## config.mk

```make
export PLATFORM = sky130hd
export DESIGN_NAME = stk_push_guard
export DESIGN_NICKNAME = d
export VERILOG_FILES = /design/src/rtl/stk_pkg.sv /design/src/rtl/stk_span_calc.sv /design/src/rtl/stk_resp_reg.sv /design/src/rtl/stk_push_guard.sv
export SDC_FILE = /design/constraint.sdc
export NUM_CORES = 1
export LEC_CHECK = 0
export BUFFER_PORTS_ARGS = -buffer_cell sky130_fd_sc_hd__clkbuf_2
export CORE_MARGIN = 2
export CORE_UTILIZATION = 49
export DETAILED_ROUTE_END_ITERATION = 16
export GPL_ROUTABILITY_DRIVEN = 0
export PLACE_DENSITY = 0.78
export SYNTH_ARGS = -nofsm -noshare
export SYNTH_HDL_FRONTEND = slang
export SYNTH_SLANG_ARGS = --single-unit
```

## constraint.sdc

```tcl
create_clock -name clk -period 4.6 [get_ports clk]
set_input_delay 0.69 -clock clk [delete_from_list [all_inputs] [get_ports clk]]
set_output_delay 0.69 -clock clk [all_outputs]
set_load 0.1 [all_outputs]
```

## src/rtl/stk_pkg.sv

```systemverilog
package stk_pkg;

    // Operand size code carried on req_dword
    typedef enum logic {
        PUSH_WORD  = 1'b0,
        PUSH_DWORD = 1'b1
    } push_size_e;

    // Width of the byte-count field (holds 2 or 4)
    localparam int unsigned BYTES_W = 3;

    localparam logic [BYTES_W-1:0] WORD_BYTES  = BYTES_W'(2);
    localparam logic [BYTES_W-1:0] DWORD_BYTES = BYTES_W'(4);

    function automatic logic [BYTES_W-1:0] size_to_bytes(input push_size_e sz);
        return (sz == PUSH_DWORD) ? DWORD_BYTES : WORD_BYTES;
    endfunction

endpackage

```

## src/rtl/stk_span_calc.sv

```systemverilog
module stk_span_calc
    import stk_pkg::*;
#(
    parameter int unsigned ADDR_W = 16
) (
    input  logic [ADDR_W-1:0]  sp_cur,
    input  push_size_e         size_sel,
    output logic [ADDR_W-1:0]  sp_next,
    output logic [BYTES_W-1:0] span_bytes,
    output logic               span_wraps
);

    // One extra bit so a carry past the top offset is kept
    localparam int unsigned SPAN_W = ADDR_W + 1;

    logic [BYTES_W-1:0] bytes_w;
    logic [ADDR_W-1:0]  dec_w;
    logic [SPAN_W-1:0]  last_byte_w;

    always_comb begin
        bytes_w     = size_to_bytes(size_sel);
        // Decrement wraps within the offset width
        dec_w       = sp_cur - ADDR_W'(bytes_w);
        // Offset of the highest byte written, computed without truncation
        last_byte_w = {1'b0, dec_w} + SPAN_W'(bytes_w) - SPAN_W'(1);
    end

    assign sp_next    = dec_w;
    assign span_bytes = bytes_w;
    assign span_wraps = last_byte_w[SPAN_W-1];

endmodule

```

## src/rtl/stk_resp_reg.sv

```systemverilog
module stk_resp_reg
    import stk_pkg::*;
#(
    parameter int unsigned ADDR_W = 16
) (
    input  logic               clk,
    input  logic               rst_n,
    input  logic               req_valid,
    input  logic               req_dword,
    input  logic [ADDR_W-1:0]  req_sp,
    input  logic [ADDR_W-1:0]  calc_sp,
    input  logic [BYTES_W-1:0] calc_bytes,
    input  logic               calc_wraps,
    output logic               done,
    output logic               fault,
    output logic [ADDR_W-1:0]  sp_out,
    output logic [ADDR_W-1:0]  wr_addr,
    output logic [BYTES_W-1:0] wr_bytes
);

    typedef struct packed {
        logic               done;
        logic               fault;
        logic [ADDR_W-1:0]  sp;
        logic [ADDR_W-1:0]  addr;
        logic [BYTES_W-1:0] bytes;
    } resp_state_t;

    resp_state_t st_d, st_q;

    always_comb begin
        st_d       = st_q;
        st_d.done  = 1'b0;
        st_d.fault = 1'b0;
        if (req_valid) begin
            if (calc_wraps) begin
                st_d.fault = 1'b1;
            end else begin
                st_d.done  = 1'b1;
                st_d.sp    = calc_sp;
                st_d.addr  = calc_sp;
                st_d.bytes = calc_bytes;
            end
        end
    end

    always_ff @(posedge clk) begin
        if (!rst_n) begin
            st_q <= '0;
        end else begin
            st_q <= st_d;
        end
    end

    assign done     = st_q.done;
    assign fault    = st_q.fault;
    assign sp_out   = st_q.sp;
    assign wr_addr  = st_q.addr;
    assign wr_bytes = st_q.bytes;

    localparam logic [ADDR_W-1:0] TWO_W  = ADDR_W'(2);
    localparam logic [ADDR_W-1:0] FOUR_W = ADDR_W'(4);


    resp_exclusive_chk: assert property (@(posedge clk) disable iff (!rst_n)
        !(done && fault));


    resp_follows_req_chk: assert property (@(posedge clk) disable iff (!rst_n)
        req_valid |=> (done || fault));


    no_spurious_resp_chk: assert property (@(posedge clk) disable iff (!rst_n)
        !req_valid |=> (!done && !fault));


    hold_on_fault_chk: assert property (@(posedge clk) disable iff (!rst_n)
        fault |-> ($stable(sp_out) && $stable(wr_addr) && $stable(wr_bytes)));


    word_wrap_fault_chk: assert property (@(posedge clk) disable iff (!rst_n)
        (req_valid && !req_dword && req_sp == ADDR_W'(1)) |=> fault);


    dword_wrap_fault_chk: assert property (@(posedge clk) disable iff (!rst_n)
        (req_valid && req_dword && req_sp != '0 && req_sp < FOUR_W) |=> fault);


    word_dec_chk: assert property (@(posedge clk) disable iff (!rst_n)
        (req_valid && !req_dword && req_sp != ADDR_W'(1))
        |=> (done && sp_out == $past(req_sp) - TWO_W && wr_bytes == 3'd2));


    dword_dec_chk: assert property (@(posedge clk) disable iff (!rst_n)
        (req_valid && req_dword && (req_sp == '0 || req_sp >= FOUR_W))
        |=> (done && sp_out == $past(req_sp) - FOUR_W && wr_bytes == 3'd4));


    addr_match_chk: assert property (@(posedge clk) disable iff (!rst_n)
        done |-> (wr_addr == sp_out));

endmodule

```

## src/rtl/stk_push_guard.sv

```systemverilog
module stk_push_guard
    import stk_pkg::*;
(
    input  logic        clk,
    input  logic        rst_n,
    input  logic        req_valid,
    input  logic        req_dword,
    input  logic [15:0] req_sp,
    output logic        done,
    output logic        fault,
    output logic [15:0] sp_out,
    output logic [15:0] wr_addr,
    output logic [2:0]  wr_bytes
);

    localparam int unsigned ADDR_W = 16;

    push_size_e         size_w;
    logic [ADDR_W-1:0]  calc_sp_w;
    logic [BYTES_W-1:0] calc_bytes_w;
    logic               calc_wraps_w;

    assign size_w = push_size_e'(req_dword);

    stk_span_calc #(
        .ADDR_W (ADDR_W)
    ) span_i (
        .sp_cur     (req_sp),
        .size_sel   (size_w),
        .sp_next    (calc_sp_w),
        .span_bytes (calc_bytes_w),
        .span_wraps (calc_wraps_w)
    );

    stk_resp_reg #(
        .ADDR_W (ADDR_W)
    ) resp_i (
        .clk        (clk),
        .rst_n      (rst_n),
        .req_valid  (req_valid),
        .req_dword  (req_dword),
        .req_sp     (req_sp),
        .calc_sp    (calc_sp_w),
        .calc_bytes (calc_bytes_w),
        .calc_wraps (calc_wraps_w),
        .done       (done),
        .fault      (fault),
        .sp_out     (sp_out),
        .wr_addr    (wr_addr),
        .wr_bytes   (wr_bytes)
    );

endmodule

```

==> Word level (Yosys, flattened, before mapping) <==
Index checks and enable logic that the tools add are counted.
{ "totals": {"ff_bits": 21, "inputBits": 20, "output_inout_bits": 37, "wordCells": 13} }
{ "classes": {"n_reduce_logical": 2, "n_mux": 3, "n_addsub": 3, "n_bitwise": 1} }
{ "ops": {"columns": ["cell", "n"], "rows": [
  ["$add 16x3->17", 1],
  ["$sub 17x1->17 const B", 1],
  ["$sub 16x3->16", 1],
  ["$reduce_and 2->1", 2],
  ["$mux 3", 1],
  ["$mux 1", 2],
  ["$not 1->1", 1]
]} }

==> Depth between registers and ports, before layout <==
Gate-level depths: netlist of the first run.
{ "depth": {"ltp_word": 6, "mapped_depth": 18, "depth_no_buf": 16} }

==> Modules after synthesis <==
A second synthesis of the first run with hierarchy kept.
{ "hier_totals": {"cells_unflattened": 202, "area_unflattened_um2": 1686.6} }
{ "modules_own_cells": {"columns": ["module", "area_each_um2", "seq_area_each_um2", "cells_each", "n_inst"], "rows": [
  ["stk_resp_reg", 960.9, 420.4, 104, 1],
  ["stk_span_calc", 725.7, 0.0, 98, 1]
]} }

==> Worst setup path before layout of the first run <==
OpenSTA, ideal clock, no wires.
{ "synth_path": {"path_kind": "in2reg", "startpoint": "input req_dword", "endpoint": "register resp_i.st_q, in the netlist resp_i.sp_out[10]", "t_arrival_ns": 4.003, "n_path_buf": 2, "t_required_ns": 4.514, "setup_time_ns": 0.086, "cell_stages": 17, "slack_ns": 0.511, "path_cell_list": "inv_1 ha_1 inv_1 fa_1 nor4_4 nand3_1 nor4_1 xnor2_1 ha_1 and4_1 o311ai_0 o211a_1 and3_1 buf_4 buf_6 nor3_2 a211oi_1"} }
{ "synth_between": {"elab_chain_cells": 6} }
{ "synth_lines": {"columns": ["element", "line", "text"], "rows": [
  ["start: declaration", "stk_push_guard.sv:7", "input logic req_dword,"],
  ["$mux 3 *", "stk_pkg.sv:16", "return (sz == PUSH_DWORD) ? DWORD_BYTES : WORD_BYTES;"],
  ["$sub 16x3->16", "stk_span_calc.sv:23", "dec_w = sp_cur - ADDR_W'(bytes_w);"],
  ["$add 16x3->17", "stk_span_calc.sv:25", "last_byte_w = {1'b0, dec_w} + SPAN_W'(bytes_w) - SPAN_W'(1);"],
  ["$sub 17x1->17", "stk_span_calc.sv:25", null],
  ["$not 1->1 (no source line)", null, null],
  ["$reduce_and 2->1 (no source line)", null, null],
  ["end signal: assignment", "stk_resp_reg.sv:51", "st_q <= st_d;"],
  ["end: declaration", "stk_resp_reg.sv:29", "resp_state_t st_d, st_q;"]
]} }
Every way passes the cells marked *; elsewhere a longest branch is shown, timed or not.
A chain may end at the register's enable or synchronous reset.

==> Final worst setup path of the first run <==
{ "layout_path": {"startpoint": "input req_dword", "endpoint": "register resp_i.st_q, in the netlist resp_i.sp_out[11]"} }
{ "layout_between": {"elab_chain_cells": 6} }
{ "layout_lines": {"columns": ["element", "line", "text"], "rows": [
  ["$mux 3 *", "stk_pkg.sv:16", null],
  ["via calc_bytes_w[1]", "stk_push_guard.sv:20", "logic [BYTES_W-1:0] calc_bytes_w;"],
  ["$sub 16x3->16", "stk_span_calc.sv:23", null],
  ["$add 16x3->17", "stk_span_calc.sv:25", null],
  ["$sub 17x1->17", "stk_span_calc.sv:25", null],
  ["$not 1->1 (no source line)", null, null],
  ["$reduce_and 2->1 (no source line)", null, null]
]} }
Mark *: on every way through the listed nets, which the timed path passes. The rest lies on a longest branch.

==> parameters.txt, run 1 <==
Parameter                              Value

Outcome
  Run status ... complete, no violations

Setup path
  Arrival time worst endpoint ... 4.31 ns
  Depth of the most critical reg-to-reg path ... 2
  Element type at the critical path end ... flip-flop
  Worst setup path category ... primary input to flip-flop
  Endpoint of the lowest-slack register-to-register path ... resp_i.sp_out[11]
  Critical Path Source Type ... primary input
  Flop2flop setup slack ... 3.84 ns
  Worst reg2reg path startpoint ... resp_i.sp_out[11]
  Data required time of the critical path ... 4.81 ns
  Crit Path Max Fanout ... 15

Detailed routing
  Total via count after detailed routing ... 1360
  Routed len/inst ... 11.78 µm
  Via count normalized by instance count ... 4.982
  Count of antenna-violating nets left after detailed routing ... 0
  DR pass1 iterations ... 4
  Final routed DRC violation total ... 0
  Aggregate routed wire length ... 3215 µm
  Number of DRC markers after the initial detailed-route iteration ... 77

Hold path
  Classification of the worst-slack hold path ... flip-flop to flip-flop
  Worst hold start ... resp_i.wr_bytes[1]
  Hold Path Sink ... resp_i.wr_bytes[1]
  Worst Hold Depth ... 2

STA
  Maximum clock skew at final layout ... 0 ns
  Relative slew slack ... 64.00%
  Setup repair after global routing missed its margin ... false
  Total negative slack for setup checks ... 0 ns
  Highest Clock Rate ... 243.6 MHz
  Worst Max-Slew Pin Slew ... 0.5423 ns
  Final Slew Violations ... 0
  Final Hold Vio Count ... 0
  Final period util ... 89.23%
  Final period demand of the worst path ... 4.105 ns
  Final worst-path setup slack ... 0.4952 ns
  Count of endpoints failing setup in the final report ... 0

Synth
  Synthesized netlist net count ... 222
  Area of the mapped netlist ... 0.001689 mm²
  Post-synth top area share ... 23.70%
  Commonest register cell after synthesis ... sky130_fd_sc_hd__dfxtp_1
  Share of synthesized area occupied by flip-flops and latches ... 23.70%
  Cell taking the most area after synthesis ... sky130_fd_sc_hd__dfxtp_1
  Distinct cells, synth ... 46
  Synthesized area per cell ... 9.081 µm²
  Number of instances in the synthesized netlist ... 186
  Post-synthesis async set-or-reset flop share ... 0%
  Yosys reg bits ... 20
  Biggest area contributors in the synthesized netlist ... sky130_fd_sc_hd__dfxtp_1 (24%), sky130_fd_sc_hd__ha_1 (11%), sky130_fd_sc_hd__buf_4 (8.0%)
  Post-synth EDFFs ... 0
  Yosys warns ... 0

Placement
  Post-detailed-placement cell area ... 0.001883 mm²
  Pre-CTS setup slack ... 0.1503 ns
  Final HPWL DP ... 2658 µm
  Count of buffers inserted at the top-level ports ... 55

Finish
  Fin area ... 0.001919 mm²
  Number of nets in the final layout ... 264
  Number of inserted filler cells in the final layout ... 312
  Layout cell share with drive strength beyond 1 ... 37.89%
  Growth of design area from synthesis to finish ... 13.63%
  Register cell area after layout ... 400.4 µm²
  Core occupancy in the finished layout ... 57.97%
  Area of the multi-input gates ... 0.001045 mm²
  Antenna Diode Count ... 0

Clocking
  Post-CTS repair timing setup buffer count ... 0
  Number of buffers inserted during clock tree synthesis ... 3
  Source-to-sink clock delay at the later pin of the worst-skew pair ... 0.29 ns
  Quantity of gates resized following cts ... 0
  Clock tree sinks ... 20
  Clk Tree Root Cell ... sky130_fd_sc_hd__clkbuf_4
  TritonCTS clock tree ... built
  Worst-path clk slew ... 0.11 ns
  Clock buffer depth ... 2
  Quantity of hold-fixing buffers added after cts ... 0
  # H-tree levels ... 1

Global routing
  First-pass GRT wire length ... 5547 µm
  Overflow left after global routing ... 0
  Initial antenna violation count ... 0
  Largest net degree at the start of global routing ... 16
  Vias in the first global route ... 1270
  Total track usage ... 17.34%

Run
  Max cap viols ... 0

Pwr
  Pwr per Cell Area ... 357.5 mW/mm²
  Worst ir drop on vdd ... 0.1243 mV
  Total leakage power ... 0.9284 nW

Floorplanning
  Core box area ... 0.003311 mm²
  Height of the die ... 62.71 µm
  Number of I/O pins ... 57
  Number of placement rows ... 21
  Die ar. ... 0.003933 mm²
  Die X ... 62.71 µm
  Initial standard-cell utilization of the core ... 51.02%
[how the worst max path moves through the flow]
stage / from / endpoint / slack, ns / cells past startpoint
2_1_floorplan: req_dword / resp_i.sp_out[10] / 0.51 / 17
3_3_place_gp: req_dword / resp_i.sp_out[5] / 0.32 / 15
3_5_place_dp: req_dword / resp_i.sp_out[11] / 0.15 / 15
4_1_cts: req_dword / resp_i.sp_out[11] / 0.48 / 15
5_1_grt: req_dword / resp_i.sp_out[11] / 0.15 / 16
6_report: req_dword / resp_i.sp_out[11] / 0.50 / 15
[area by class of cell]
class | count | area share, %
multi-input combinational | 125 | 54.43
clock buffer | 4 | 1.890
timing repair buffer | 60 | 16.30
sequential | 20 | 20.86
tap | 46 | 2.999
inverter | 18 | 3.520
[report_power, final]
group / internal, mW / switching [mW]
Combinational: 0.0767 / 0.308
Clock: 0.0482 / 0.0514
Sequential: 0.190 / 0.0121
[cells in the final DEF (no fill, tap or decap), types with 3 or more instances in the layout]
cell                       instances
sky130_fd_sc_hd__nor3_1            3
sky130_fd_sc_hd__dfxtp_1          20
sky130_fd_sc_hd__a21o_1            4
sky130_fd_sc_hd__a21oi_1           7
sky130_fd_sc_hd__a211oi_2          4
sky130_fd_sc_hd__inv_1            17
sky130_fd_sc_hd__clkbuf_4          3
sky130_fd_sc_hd__a211oi_1          5
sky130_fd_sc_hd__o21ai_0           3
sky130_fd_sc_hd__nor2_1            5
sky130_fd_sc_hd__o21ai_1           6
sky130_fd_sc_hd__ha_1             15
sky130_fd_sc_hd__nand3_1           5
sky130_fd_sc_hd__o211a_1           4
sky130_fd_sc_hd__buf_4             5
sky130_fd_sc_hd__nor3_2            7
sky130_fd_sc_hd__clkbuf_2         55
sky130_fd_sc_hd__xnor2_1           8
sky130_fd_sc_hd__xor2_1            7
sky130_fd_sc_hd__nand2_1          11
[worst max-delay path: stages]
cell and delay, ns:
sky130_fd_sc_hd__clkbuf_2 0.13, sky130_fd_sc_hd__inv_1 0.07, sky130_fd_sc_hd__buf_4 0.15, sky130_fd_sc_hd__fa_1 0.50, sky130_fd_sc_hd__nor4_4 0.31, sky130_fd_sc_hd__nand3_1 0.14
sky130_fd_sc_hd__nor4_1 0.25, sky130_fd_sc_hd__xnor2_1 0.29, sky130_fd_sc_hd__ha_1 0.33, sky130_fd_sc_hd__and4_1 0.21, sky130_fd_sc_hd__o311ai_0 0.12, sky130_fd_sc_hd__o211a_1 0.34
sky130_fd_sc_hd__a21o_1 0.22, sky130_fd_sc_hd__nand2_2 0.24, sky130_fd_sc_hd__a211oi_1 0.32
[logic make-up after synthesis]
| family | count (synthesis) | share of synthesized area, % |
|---|---|---|
| multiplexers | 2 | 1.185 |
| AO/OA/AOI/OAI | 41 | 19.63 |
| XOR/XNOR | 16 | 8.741 |
| other | 1 | 0.2220 |
| AND/OR/NAND/NOR | 49 | 19.78 |
| buffers and inverters | 41 | 14.44 |
| adder cells (fa/ha/maj) | 16 | 12.30 |
| flip-flops | 20 | 23.70 |
[cells in the mapped netlist (2+ instances only)]
library cell and count:
sky130_fd_sc_hd__nor4_1 2, sky130_fd_sc_hd__a21oi_1 7, sky130_fd_sc_hd__xor2_1 7, sky130_fd_sc_hd__inv_1 17, sky130_fd_sc_hd__a211oi_2 4, sky130_fd_sc_hd__nand3_1 5, sky130_fd_sc_hd__clkbuf_1 2, sky130_fd_sc_hd__a21o_1 4
sky130_fd_sc_hd__o211a_1 4, sky130_fd_sc_hd__nor3_1 3, sky130_fd_sc_hd__ha_1 15, sky130_fd_sc_hd__mux2i_1 2, sky130_fd_sc_hd__xnor2_1 8, sky130_fd_sc_hd__nor4_4 2, sky130_fd_sc_hd__o21ai_0 3, sky130_fd_sc_hd__a31oi_1 2
sky130_fd_sc_hd__a211oi_1 5, sky130_fd_sc_hd__and3_1 2, sky130_fd_sc_hd__nand2b_1 2, sky130_fd_sc_hd__buf_6 3, sky130_fd_sc_hd__buf_4 18, sky130_fd_sc_hd__nand2_1 11, sky130_fd_sc_hd__nor3_2 7, sky130_fd_sc_hd__dfxtp_1 20
sky130_fd_sc_hd__nor2_1 5, sky130_fd_sc_hd__o21ai_1 6
[per-stage QoR]
stage               power [mW]  hold slack [ns]  std cells
floorplan               0.5507           0.8359        186
global placement        0.5875           0.4475        269
detailed placement      0.5914           0.4441        269
CTS                     0.6909           0.4597        273
global route            0.7252           0.4837        273
finish                  0.6862           0.4586        273
[registers in the layout, summed over array words and instances, names as in the netlist]
| name | flops |
|---|---|
| resp_i.sp_out | 16 |
| resp_i.wr_bytes | 2 |
| resp_i.done | 1 |
| resp_i.fault | 1 |
[layer usage]
layer	wire length, µm	part of all wire [%]	vias to the layer above	track usage (%)
li1	-	-	720	-
met1	1641	51	603	24.61
met2	1435	45	35	27.42
met3	110	3.4	2	1.261
met4	27	0.84	0	6.667
met5	0	0	-	0
Power figures use the tool's default switching activity.
==> inputs of run 2 (changes only) <==
Settings changed: PLACE_DENSITY 0.78 to 0.75.
==> run 2 against run 1 <==
Effect of this change: sequential power barely moved; worst hold slack lost 0.0033 ns; combinational power hardly changed; first-iteration DRC count fell by 52%; clock-buffer cell count is 1 lower; final area about the same; critical endpoint unchanged.
==> parameters.txt, run 2 (synthesis results as in run 1) <==
Parameter                              Value

Outcome
  Run status ... complete, no violations

STA
  Setup repair after global routing missed its margin ... false
  Maximum clock skew at final layout ... 0 ns (unchanged)
  Final Hold Vio Count ... 0 (unchanged)
  Count of endpoints failing setup in the final report ... 0 (unchanged)
  Total negative slack for setup checks ... 0 ns (unchanged)
  Worst Max-Slew Pin Slew ... 0.5520 ns (+0.009718 ns)
  Final period demand of the worst path ... 4.026 ns (-0.07911 ns)
  Final Slew Violations ... 0 (unchanged)
  Highest Clock Rate ... 248.4 MHz (+2.0%)
  Final period util ... 87.51% (-1.7 points)
  Relative slew slack ... 63.36% (-0.65 points)

Hold path
  Hold Path Sink ... resp_i.wr_bytes[1]
  Worst hold start ... resp_i.wr_bytes[1]
  Worst Hold Depth ... 2 (unchanged)
  Classification of the worst-slack hold path ... flip-flop to flip-flop

Clocking
  Source-to-sink clock delay at the later pin of the worst-skew pair ... 0.29 ns (about the same)
  Worst-path clk slew ... 0.10 ns (about the same)
  Clk Tree Root Cell ... sky130_fd_sc_hd__clkbuf_4
  Quantity of hold-fixing buffers added after cts ... 0 (unchanged)
  # H-tree levels ... 1 (unchanged)
  TritonCTS clock tree ... built
  Clock tree sinks ... 20 (unchanged)
  Post-CTS repair timing setup buffer count ... 0 (unchanged)
  Clock buffer depth ... 2 (unchanged)
  Quantity of gates resized following cts ... 0 (unchanged)
  Number of buffers inserted during clock tree synthesis ... 3 (unchanged)

Finish
  Number of flip-flops under the largest register name ... 16 (unchanged)
  Number of nets in the final layout ... 264 (unchanged)
  Growth of design area from synthesis to finish ... 13.56% (about the same)
  Top library cells by usage in the layout, fill and taps aside ... sky130_fd_sc_hd__clkbuf_2 (55), sky130_fd_sc_hd__dfxtp_1 (20), sky130_fd_sc_hd__inv_1 (17), sky130_fd_sc_hd__ha_1 (15), sky130_fd_sc_hd__nand2_1 (11)
  Number of inserted filler cells in the final layout ... 306 (-1.9%)
  Number of standard cells in the final layout excluding fillers ... 272 (-0.37%)
  Antenna Diode Count ... 0 (unchanged)
  Area of the multi-input gates ... 0.001045 mm² (unchanged)
  Most common library cell in the layout ignoring fill and taps ... sky130_fd_sc_hd__clkbuf_2
  Register cell area after layout ... 400.4 µm² (unchanged)
  Core occupancy in the finished layout ... 57.94% (about the same)
  Layout cell share with drive strength beyond 1 ... 37.61% (-0.27 points)

Detailed routing
  Count of antenna-violating nets left after detailed routing ... 0 (unchanged)
  Aggregate routed wire length ... 3355 µm (+4.4%)
  Final routed DRC violation total ... 0 (unchanged)
  Total via count after detailed routing ... 1424 (+4.7%)
  Routed len/inst ... 12.33 µm (+4.7%)
  DR pass1 iterations ... 4 (unchanged)
  Number of DRC markers after the initial detailed-route iteration ... 37 (-52%)
  Via count normalized by instance count ... 5.235 (+5.1%)

Setup path
  Element type at the critical path end ... flip-flop
  Critical Path Source Type ... primary input
  Endpoint of the lowest-slack register-to-register path ... resp_i.sp_out[11]
  Arrival time worst endpoint ... 4.23 ns (-0.08 ns)
  Worst setup path category ... primary input to flip-flop
  Origin of the worst setup path ... req_dword
  Flop2flop setup slack ... 3.85 ns (about the same)
  Worst reg2reg path startpoint ... resp_i.sp_out[11]
  Data required time of the critical path ... 4.81 ns (about the same)
  Crit Path Max Fanout ... 15 (unchanged)
  Depth of the most critical reg-to-reg path ... 2 (unchanged)

Floorplanning
  Number of I/O pins ... 57 (unchanged)
  Height of the die ... 62.71 µm (unchanged)
  Die X ... 62.71 µm (unchanged)
  Die ar. ... 0.003933 mm² (unchanged)
  Core box area ... 0.003311 mm² (unchanged)
  Initial standard-cell utilization of the core ... 51.02% (unchanged)
  Number of placement rows ... 21 (unchanged)

Global routing
  Vias in the first global route ... 1240 (-2.4%)
  Initial antenna violation count ... 0 (unchanged)
  Largest net degree at the start of global routing ... 16 (unchanged)
  Overflow left after global routing ... 0 (unchanged)
  Total track usage ... 17.21% (-0.14 points)
  First-pass GRT wire length ... 5589 µm (+0.76%)

Pwr
  Worst ir drop on vdd ... 0.1183 mV (-4.8%)
  Pwr per Cell Area ... 349.4 mW/mm² (-2.3%)
  Total leakage power ... 0.9244 nW (-0.43%)

Placement
  # placed instances ... 269 (unchanged)
  Count of buffers inserted at the top-level ports ... 55 (unchanged)
  Final HPWL DP ... 2805 µm (+5.5%)

Run
  Max cap viols ... 0 (unchanged)
[run 2: how the worst max path moves through the flow]
| stage | to | cells past startpoint |
|---|---|---|
| 2_1_floorplan | resp_i.sp_out[10] | 17 |
| 3_3_place_gp | resp_i.sp_out[5] | 15 |
| 3_5_place_dp | resp_i.sp_out[11] | 15 |
| 4_1_cts | resp_i.sp_out[11] | 15 |
| 5_1_grt | resp_i.sp_out[8] | 16 |
| 6_report | resp_i.sp_out[11] | 15 |
[run 2: worst max-delay path, cell delays in order]
cell and delay, ns:
sky130_fd_sc_hd__clkbuf_2 0.13, sky130_fd_sc_hd__inv_1 0.07, sky130_fd_sc_hd__buf_4 0.15, sky130_fd_sc_hd__fa_1 0.50, sky130_fd_sc_hd__nor4_4 0.31, sky130_fd_sc_hd__nand3_1 0.14, sky130_fd_sc_hd__nor4_1 0.26, sky130_fd_sc_hd__xnor2_1 0.29
sky130_fd_sc_hd__ha_1 0.32, sky130_fd_sc_hd__and4_1 0.20, sky130_fd_sc_hd__o311ai_0 0.11, sky130_fd_sc_hd__o211a_1 0.32, sky130_fd_sc_hd__a21o_1 0.21, sky130_fd_sc_hd__nand2_2 0.23, sky130_fd_sc_hd__a211oi_1 0.30
[run 2: per-layer routing]
layer / GRT usage (%) / routed length, µm
met3: 0.5405 / 111
met5: 0 / 0
met1: 25.22 / 1687
met2: 27.55 / 1506
met4: 5.000 / 49
[run 2: power by group]
part           leakage (nW)  switching (mW)  total, mW  internal, mW
logic                 0.746           0.309      0.388        0.0783
registers             0.165          0.0128      0.202         0.190
clock network        0.0138          0.0496     0.0800        0.0304
[run 2: layout make-up]
cell class / instances / share of cell area (%)
flip-flops and latches: 20 / 20.87
inverters: 18 / 3.523
repair buffers: 60 / 16.96
multi-input cells: 125 / 54.47
well taps: 46 / 3.001
clock buffers: 3 / 1.174
[run 2: metrics by stage]
stage | total power, mW | area [µm²] | hold WS (ns) | setup slack, ns
detailed placement | 0.5953 | 1896 | 0.4476 | 0.2131
floorplan | 0.5507 | 1689 | 0.8359 | 0.5107
global route | 0.7021 | 1918 | 0.4910 | 0.2298
CTS | 0.6708 | 1918 | 0.4609 | 0.5291
finish | 0.6703 | 1918 | 0.4552 | 0.5743
global placement | 0.5898 | 1896 | 0.4531 | 0.2948
==> inputs of run 3 (changes only) <==
Settings changed: REMOVE_ABC_BUFFERS set to 1.
==> run 3 against run 2 <==
Effect of this change: non-clock buffer count increased by 1; clock-buffer cell count unchanged; clock power rose by 78%; combinational power fell by 1%; critical path type unchanged; largest power group unchanged.
==> parameters.txt, run 3 (synthesis results as in run 1) <==
Parameter                              Value

Outcome
  Run status ... complete, no violations

STA
  Maximum clock skew at final layout ... 0 ns (unchanged)
  Final period demand of the worst path ... 4.154 ns (+0.1279 ns)
  Final Slew Violations ... 0 (unchanged)
  Count of endpoints failing setup in the final report ... 0 (unchanged)
  Final period util ... 90.30% (+2.8 points)
  Relative slew slack ... 63.79% (+0.43 points)
  Highest Clock Rate ... 240.8 MHz (-3.1%)
  Final Hold Vio Count ... 0 (unchanged)
  Setup repair after global routing missed its margin ... false
  Worst Max-Slew Pin Slew ... 0.5455 ns (-0.006501 ns)
  Total negative slack for setup checks ... 0 ns (unchanged)

Setup path
  Crit Path Max Fanout ... 15 (unchanged)
  Arrival time worst endpoint ... 4.37 ns (+0.14 ns)
  Worst setup path category ... primary input to flip-flop
  Element type at the critical path end ... flip-flop
  Flop2flop setup slack ... 3.87 ns (+0.02 ns)
  Critical Path Source Type ... primary input
  Critical path cell sequence ... clkbuf_2 > inv_1 > ha_1 > inv_1 > fa_1 > nor4_4 > nand3_1 > nor4_1 > xnor2_1 > ha_1 > and4_1 > o311ai_0 > o211a_1 > a21o_1 > nand2_2 > a211oi_1
  Standard cell with the maximum stage delay on the critical path ... sky130_fd_sc_hd__fa_1
  Data required time of the critical path ... 4.82 ns (about the same)
  Stage delay of the slowest cell on the critical path ... 0.44 ns (-0.06 ns)

Pwr
  Total leakage power ... 0.9411 nW (+1.8%)
  Pwr per Cell Area ... 374.9 mW/mm² (+7.3%)
  Worst ir drop on vdd ... 0.1347 mV (+14%)

Clocking
  Worst-path clk slew ... 0.11 ns (about the same)
  Clock tree sinks ... 20 (unchanged)
  Number of buffers inserted during clock tree synthesis ... 3 (unchanged)
  Clk Tree Root Cell ... sky130_fd_sc_hd__clkbuf_4
  Clock buffer depth ... 2 (unchanged)
  Source-to-sink clock delay at the later pin of the worst-skew pair ... 0.31 ns (+0.02 ns)
  # H-tree levels ... 1 (unchanged)
  Post-CTS repair timing setup buffer count ... 0 (unchanged)
  Quantity of gates resized following cts ... 0 (unchanged)
  TritonCTS clock tree ... built
  Quantity of hold-fixing buffers added after cts ... 0 (unchanged)

Detailed routing
  Aggregate routed wire length ... 3187 µm (-5.0%)
  Via count normalized by instance count ... 5.095 (-2.7%)
  DR pass1 iterations ... 4 (unchanged)
  Number of DRC markers after the initial detailed-route iteration ... 54 (+46%)
  Final routed DRC violation total ... 0 (unchanged)
  Count of antenna-violating nets left after detailed routing ... 0 (unchanged)
  Total via count after detailed routing ... 1396 (-2.0%)
  Routed len/inst ... 11.63 µm (-5.7%)

Floorplanning
  Height of the die ... 62.71 µm (unchanged)
  Number of I/O pins ... 57 (unchanged)
  Initial standard-cell utilization of the core ... 51.02% (unchanged)
  Die X ... 62.71 µm (unchanged)
  Number of placement rows ... 21 (unchanged)
  Core box area ... 0.003311 mm² (unchanged)
  Die ar. ... 0.003933 mm² (unchanged)

Finish
  Number of standard cells in the final layout excluding fillers ... 274 (+0.74%)
  Most common library cell in the layout ignoring fill and taps ... sky130_fd_sc_hd__clkbuf_2
  Number of nets in the final layout ... 265 (+0.38%)
  Antenna Diode Count ... 0 (unchanged)
  Growth of design area from synthesis to finish ... 15.04%
  Top library cells by usage in the layout, fill and taps aside ... sky130_fd_sc_hd__clkbuf_2 (55), sky130_fd_sc_hd__dfxtp_1 (20), sky130_fd_sc_hd__inv_1 (17), sky130_fd_sc_hd__ha_1 (15), sky130_fd_sc_hd__nand2_1 (11)
  Number of flip-flops under the largest register name ... 16 (unchanged)
  Layout cell share with drive strength beyond 1 ... 38.16% (+0.55 points)

Global routing
  Vias in the first global route ... 1297 (+4.6%)
  Overflow left after global routing ... 0 (unchanged)
  Total track usage ... 17.19% (-0.020 points)
  First-pass GRT wire length ... 5595 µm (+0.11%)
  Initial antenna violation count ... 0 (unchanged)
  Largest net degree at the start of global routing ... 16 (unchanged)

Placement
  Count of buffers inserted at the top-level ports ... 55 (unchanged)
  Final HPWL DP ... 2661 µm (-5.1%)
  # placed instances ... 270 (+0.37%)

Hold path
  Classification of the worst-slack hold path ... flip-flop to flip-flop

Run
  Max cap viols ... 0 (unchanged)
-- run 3: changes by cell type in the layout (fill, tap and decap cells not counted), sizes merged --
cell | before | now
buf | 5 | 6
bufinv | 0 | 1
-- run 3: power breakdown --
part           switching (mW)  internal (mW)  total, mW
sequential             0.0126          0.190      0.202
clock                  0.0537         0.0882      0.142
combinational           0.307         0.0773      0.384
total                   0.373          0.355      0.728
-- run 3: area by class of cell --
class                           count  area (µm²)
Fill cell                         302        1368
Multi-Input combinational cell    125        1045
Sequential cell                    20       400.4
Timing Repair Buffer               61       320.3
Inverter                           18       67.56
Tap cell                           46       57.56
Clock inverter                      1       30.03
Clock buffer                        3       22.52
-- run 3: path summary, 6_finish.rpt --
kind	startpoint	to	cells after the start
worst max register to register	resp_i.sp_out[10]	resp_i.sp_out[10]	2
worst min-delay path	resp_i.wr_bytes[1]	resp_i.wr_bytes[1]	2
worst max-delay path	req_dword	resp_i.sp_out[10]	16
worst min register to register	resp_i.wr_bytes[1]	resp_i.wr_bytes[1]	2
-- run 3: metrics by stage --
| step | util (%) | power [mW] | area (µm²) | setup slack, ns | hold slack, ns |
|---|---|---|---|---|---|
| after floorplan | - | 0.5239 | 1513 | 0.3409 | 0.8220 |
| after global placement | 57.11 | 0.5889 | 1891 | 0.2263 | 0.4467 |
| after detailed placement | 57.11 | 0.5912 | 1891 | 0.1117 | 0.4513 |
| after CTS | 58.69 | 0.7309 | 1943 | 0.4398 | 0.4670 |
| after global routing | 58.69 | 0.7628 | 1943 | 0.1450 | 0.5088 |
| final | 58.69 | 0.7285 | 1943 | 0.4464 | 0.4652 |
-- run 3: metal layers --
layer | wire length (µm) | GRT usage (%) | vias to the layer above
met3 | 131 | 1.802 | 5
met4 | 42 | 6.667 | 0
li1 | - | - | 726
met2 | 1447 | 27.82 | 35
met1 | 1566 | 23.47 | 630
met5 | 0 | 0 | -
-- run 3: critical path, delay by kind of cell --
kind	cells	cell delay [ns]
AND/OR/NAND/NOR	5	1.14
XOR/XNOR	1	0.27
AO/OA/AOI/OAI	4	0.95
adder cells (fa/ha/maj)	3	0.96
buffers and inverters	3	0.35
